<file path="src/rtl/fp_status_pkg.sv">
package fp_status_pkg;
  localparam int          EXC_W     = 5;
  localparam int          CSR_W     = 32;
  localparam int          RM_LSB    = 0;
  localparam int          RM_W      = 2;
  localparam int          FLAG_LSB  = 2;
  localparam int          EN_LSB    = FLAG_LSB + EXC_W;
  localparam int          CAUSE_LSB = EN_LSB + EXC_W;
  localparam int          DN_BIT    = 18;
  localparam int          CODE_W    = 12;
  localparam logic [31:0] WR_MASK   = 32'h0005_FFFF;
  localparam logic [1:0]  RM_RTZ    = 2'b01;
  localparam logic [11:0] TRAP_CODE = 12'h120;
  localparam int          EXC_INX   = 0;
endpackage

</file>
<file path="src/rtl/fp_cause_gen.sv">
module fp_cause_gen
  import fp_status_pkg::*;
#(
  parameter int W = EXC_W
) (
  input  logic [W-1:0] exc_i,
  input  logic         rsqrt_i,
  output logic [W-1:0] cause_o
);
  always_comb begin
    cause_o = exc_i;
    // approximation result is always inexact unless something stronger fired
    if (rsqrt_i && (exc_i == '0)) cause_o[EXC_INX] = 1'b1;
  end
endmodule

</file>
<file path="src/rtl/fp_csr_reg.sv">
module fp_csr_reg
  import fp_status_pkg::*;
#(
  parameter int          W    = CSR_W,
  parameter int          EW   = EXC_W,
  parameter logic [31:0] MASK = WR_MASK
) (
  input  logic          clk_i,
  input  logic          rst_ni,
  input  logic          wr_en_i,
  input  logic [W-1:0]  wr_data_i,
  input  logic          op_en_i,
  input  logic [EW-1:0] cause_i,
  output logic [W-1:0]  csr_o
);
  logic [W-1:0] csr_q;
  logic [EW-1:0] flags;
  assign flags = csr_q[FLAG_LSB +: EW];

  always_ff @(posedge clk_i or negedge rst_ni) begin
    if (!rst_ni) begin
      csr_q <= '0;
    end else if (wr_en_i) begin
      csr_q <= wr_data_i & MASK[W-1:0];
    end else if (op_en_i) begin
      csr_q[CAUSE_LSB +: EW] <= cause_i;
      csr_q[FLAG_LSB +: EW]  <= flags | cause_i;
    end
  end

  assign csr_o = csr_q;

  assert_flags_sticky_R3: assert property (@(posedge clk_i) disable iff (!rst_ni)
    !wr_en_i |=> ((csr_q[FLAG_LSB +: EW] & $past(csr_q[FLAG_LSB +: EW])) == $past(csr_q[FLAG_LSB +: EW])));
  assert_cause_clear_R2: assert property (@(posedge clk_i) disable iff (!rst_ni)
    (op_en_i && !wr_en_i && cause_i == '0) |=> (csr_q[CAUSE_LSB +: EW] == '0));
  assert_write_mask_R5: assert property (@(posedge clk_i) disable iff (!rst_ni)
    wr_en_i |=> ((csr_q & ~MASK[W-1:0]) == '0));
endmodule

</file>
<file path="src/rtl/fp_trap_gen.sv">
module fp_trap_gen
  import fp_status_pkg::*;
#(
  parameter int EW = EXC_W
) (
  input  logic          clk_i,
  input  logic          rst_ni,
  input  logic          op_en_i,
  input  logic [EW-1:0] cause_i,
  input  logic [EW-1:0] enable_i,
  output logic          trap_o
);
  logic trap_q;
  always_ff @(posedge clk_i or negedge rst_ni) begin
    if (!rst_ni) trap_q <= 1'b0;
    else         trap_q <= op_en_i && ((cause_i & enable_i) != '0);
  end
  assign trap_o = trap_q;

  assert_trap_needs_op_R4: assert property (@(posedge clk_i) disable iff (!rst_ni)
    trap_q |-> $past(op_en_i));
endmodule

</file>
<file path="src/rtl/fp_status_ctrl.sv">
module fp_status_ctrl
  import fp_status_pkg::*;
(
  input  logic        clk_i,
  input  logic        rst_ni,
  input  logic        wr_en_i,
  input  logic [31:0] wr_data_i,
  input  logic        op_done_i,
  input  logic        op_rsqrt_i,
  input  logic [4:0]  exc_i,
  output logic [31:0] csr_o,
  output logic        round_zero_o,
  output logic        flush_zero_o,
  output logic        trap_req_o,
  output logic [11:0] trap_code_o
);
  logic [EXC_W-1:0] cause_n;
  logic             op_en;
  logic [CSR_W-1:0] csr;
  logic             trap;

  // a concurrent write wins over the operation update
  assign op_en = op_done_i && !wr_en_i;

  fp_cause_gen #(.W(EXC_W)) i_cause (
    .exc_i   (exc_i),
    .rsqrt_i (op_rsqrt_i),
    .cause_o (cause_n)
  );

  fp_csr_reg #(.W(CSR_W), .EW(EXC_W), .MASK(WR_MASK)) i_csr (
    .clk_i     (clk_i),
    .rst_ni    (rst_ni),
    .wr_en_i   (wr_en_i),
    .wr_data_i (wr_data_i),
    .op_en_i   (op_en),
    .cause_i   (cause_n),
    .csr_o     (csr)
  );

  fp_trap_gen #(.EW(EXC_W)) i_trap (
    .clk_i    (clk_i),
    .rst_ni   (rst_ni),
    .op_en_i  (op_en),
    .cause_i  (cause_n),
    .enable_i (csr[EN_LSB +: EXC_W]),
    .trap_o   (trap)
  );

  assign csr_o        = csr;
  assign round_zero_o = (csr[RM_LSB +: RM_W] == RM_RTZ);
  assign flush_zero_o = csr[DN_BIT];
  assign trap_req_o   = trap;
  assign trap_code_o  = trap ? TRAP_CODE : '0;

  assert_trap_matches_cause_R4: assert property (@(posedge clk_i) disable iff (!rst_ni)
    trap_req_o |-> ((csr_o[CAUSE_LSB +: EXC_W] & $past(csr_o[EN_LSB +: EXC_W])) != '0));
  assert_write_beats_op_R9: assert property (@(posedge clk_i) disable iff (!rst_ni)
    wr_en_i |=> !trap_req_o);
endmodule

</file>
<file path="config.mk">
export PLATFORM = sky130hd
export DESIGN_NAME = fp_status_ctrl
export DESIGN_NICKNAME = d
export VERILOG_FILES = /design/src/rtl/fp_status_pkg.sv /design/src/rtl/fp_cause_gen.sv /design/src/rtl/fp_csr_reg.sv /design/src/rtl/fp_trap_gen.sv /design/src/rtl/fp_status_ctrl.sv
export SDC_FILE = /design/constraint.sdc
export NUM_CORES = 1
export LEC_CHECK = 0
export BUFFER_PORTS_ARGS = -buffer_cell sky130_fd_sc_hd__buf_2
export CORE_MARGIN = 4
export CORE_UTILIZATION = 38
export CTS_CLUSTER_SIZE = 20
export DETAILED_ROUTE_END_ITERATION = 10
export GPL_TIMING_DRIVEN = 0
export PLACE_DENSITY = 0.8
export SLEW_MARGIN = 20
export SYNTH_ARGS = -nofsm -noshare
export SYNTH_HDL_FRONTEND = slang
export SYNTH_SLANG_ARGS = --single-unit
</file>
<file path="constraint.sdc">
create_clock -name clk_i -period 1.41 [get_ports clk_i]
set_clock_uncertainty 0.1 [all_clocks]
set_input_delay 0.2115 -clock clk_i [delete_from_list [all_inputs] [get_ports clk_i]]
set_output_delay 0.2115 -clock clk_i [all_outputs]
set_load 0.05 [all_outputs]
</file>
==> flow_metrics.env <==
export IMPL_area_growth_syn_to_layout_pct=39.6
export IMPL_clk_latency_ps=290
export IMPL_r2r_cells=3
export IMPL_switching_power_mw=0.676
export IMPL_fin_area_um2=1460
export IMPL_hold_path_class="in -> reg"
export IMPL_hpwl_mm=2.04
export IMPL_die_area_um2=3660
export IMPL_synth_area_um2=1050
export IMPL_portBuffers=49
export IMPL_worst_setup_path_start_kind="flip-flop"
export IMPL_drive_above_1_share_pct=53.7
export IMPL_die_y_um=60.5
export IMPL_grt_overflow=0
export IMPL_grtUsageTotal_pct=13.3
export IMPL_synth_top_family_by_area="buffers and inverters"
export IMPL_fin_tns_setup_ps=0
export IMPL_viasPerCell=4.26
export IMPL_power_mw=1.57
export IMPL_rrSetupSlack_ps=270
export IMPL_ant_nets=0
export IMPL_cellLeakagePower_nw=0.819
export IMPL_drc=0
export IMPL_vdd_drop_max_mv=0.872
export IMPL_place_gp_congestion=0.696
export IMPL_ios=89
export IMPL_cts_made_buffers=3
export IMPL_muxShareOfSynthArea_pct=13.4
export IMPL_r2r_start="i_csr.csr_o[9]$_DFFE_PN0P_"
export IMPL_utilization_pct=57.5
export IMPL_clkPwrFrac_pct=16.9
export IMPL_synth_top_cell_area_share_pct=45.3
export IMPL_cts_tree="done"
export IMPL_synth_distinct_cells=16
export IMPL_postPlaceCellArea_um2=1430
export IMPL_cts_setup_buffers=0
export IMPL_clk_pin_slew_worst_paths_ps=100
export IMPL_synth_cells=100
export IMPL_finalMaxSlewViolations=0
export IMPL_n_antenna_cell=0
export IMPL_cp_required_ps=1100
export IMPL_worstSetupEndpointType="primary output"
export IMPL_p_seq_share_pct=40.3
export IMPL_clkSinkCount=19
export IMPL_drv_cap=0
export IMPL_grt_pass1_vias=852
export IMPL_syn_avg_cell_area_um2=10.5
export IMPL_finalHoldViolCount=0
export IMPL_via_count=881
export IMPL_grt_start_max_net_pins=20
export IMPL_seq_area_frac_synth_pct=45.3
export IMPL_routed_wl_mm=2.45
export IMPL_fmax_mhz=742
export IMPL_nFillCells=247
export IMPL_crit_type="reg -> out"
export IMPL_pwr_density_cell_nw_per_um2=1070
export IMPL_path_max_fanout=3
export IMPL_setup_viol=0
export IMPL_yosys_area_share_simple_pct=8.35
export IMPL_worstPathArrival_ps=1040
export IMPL_internal_power_mw=0.895
export IMPL_p_comb_share_pct=42.7
export IMPL_core_um2=2540
export IMPL_dr_pass1_iters=4
export IMPL_rsz0062_at_grt="false"
export IMPL_grt_pass1_wl_mm=3.68
export IMPL_synthTopCellsByArea="dfrtp_1, buf_4, mux2_2"
export IMPL_final_cell_mix="buf_2, buf_4, conb_1"
export IMPL_initialDrtViolationCount=15
export IMPL_r2r_end="i_trap.trap_o$_DFF_PN0_"
export IMPL_cp_startpoint="i_csr.csr_o[1]$_DFFE_PN0P_"
export IMPL_synth_fa_ha_area_share_pct=0
export IMPL_antenna_found_initial=0
export IMPL_period_share_pct=95.6
export IMPL_timing_hold_ws_ps=31.1
export IMPL_std_cell_rows=18
export IMPL_hp_start="wr_data_i[14]"
export IMPL_die_w_um=60.5
export IMPL_htree_levels=1
export IMPL_outcome="finished, final reports clean"
export IMPL_synth_xor_xnor_area_share_pct=0
export IMPL_finalNetCount=220
export IMPL_fin_crit_ps=1350
export IMPL_cts_path_max_buffers=2
export IMPL_final_common_cell="buf_2"
export IMPL_swShare_pct=43.0
export IMPL_cts_root_buf="clkbuf_4"
export IMPL_wl_per_cell_um=11.8
export IMPL_ys_seq_elements=19
export IMPL_seq_area_um2=475
export IMPL_synth_warnings=0
export IMPL_cp_endpoint="round_zero_o"
export IMPL_start_util_pct=41.2
export IMPL_synth_area_leader_cell="dfrtp_1"
export IMPL_synth_compound_area_share_pct=11.1
export IMPL_multi_input_area_um2=442
==> power by group through the flow <==
| stage | Clock [mW] | Sequential (mW) | Combinational, mW |
|---|---|---|---|
| after global placement | 0 | 0.639 | 0.662 |
| after global routing | 0.296 | 0.641 | 0.709 |
| final | 0.266 | 0.633 | 0.671 |
| after CTS | 0.281 | 0.634 | 0.673 |
| after detailed placement | 0 | 0.644 | 0.668 |
| after floorplan | 0 | 0.830 | 0.335 |
==> metrics by stage <==
stage,cells,worst slack (ps)
3_3_place_gp,202,234
6_report,207,62.1
3_5_place_dp,202,217
5_1_grt,207,8.84
4_1_cts,207,45.1
2_1_floorplan,123,63.6
==> what timing repair did <==
item | CTS | global route
hold endpoints to repair | 19 | 0
endpoints found under the setup margin | 1 | 0
hold buffers | 1 | 0
gates resized for setup | 1 | 0
==> sequential cells by signal, indices dropped and copies added, names as in the netlist <==
| signal | count |
|---|---|
| i_csr.csr_o | 18 |
| i_trap.trap_o | 1 |
==> cells in the mapped netlist <==
library cell / instances
a21oi_1: 6
a22o_1: 1
a22o_2: 1
buf_2: 3
buf_4: 28
conb_1: 1
dfrtp_1: 19
mux2_2: 8
mux2i_1: 5
nand2_1: 10
nand2b_1: 2
nor2_1: 1
nor2b_1: 2
nor4_4: 1
o21ai_0: 11
o31ai_2: 1
==> logic make-up (layout without fill, tap and decap cells) <==
family / after synthesis / count (layout)
buf+inv: 31 / 85
other cells: 1 / 24
simple gates: 16 / 16
compound gates: 20 / 20
flops: 19 / 19
mux: 13 / 13
==> worst max-delay path: stages, from the launching register on <==
cell	delay [ps]
dfrtp_1	440
nor2b_4	120
buf_4	190
==> routing by layer <==
metal | GRT usage (%) | up-vias | wire length, µm
li1 | - | 440 | -
met1 | 16.0 | 384 | 930
met2 | 23.9 | 55 | 1160
met3 | 3.19 | 2 | 346
met4 | 3.72 | 0 | 11
met5 | 0 | - | 0
==> how the worst min path moves through the flow <==
stage / end / depth (start not counted)
finish: i_csr.csr_o[14]$_DFFE_PN0P_ / 3
CTS: i_csr.csr_o[14]$_DFFE_PN0P_ / 3
global route: i_csr.csr_o[6]$_DFFE_PN0P_ / 3
floorplan: i_csr.csr_o[0]$_DFFE_PN0P_ / 0
detailed placement: i_csr.csr_o[0]$_DFFE_PN0P_ / 1
global placement: i_csr.csr_o[0]$_DFFE_PN0P_ / 1
==> area by class of cell <==
| type | instances | share of cell area [%] |
|---|---|---|
| flip-flops and latches | 19 | 32.5 |
| multi-input cells | 73 | 30.2 |
| repair buffers | 50 | 17.6 |
| plain buffers | 31 | 15.4 |
| well taps | 30 | 2.56 |
| clock buffers | 4 | 1.79 |
Power figures use the tool's default switching activity.
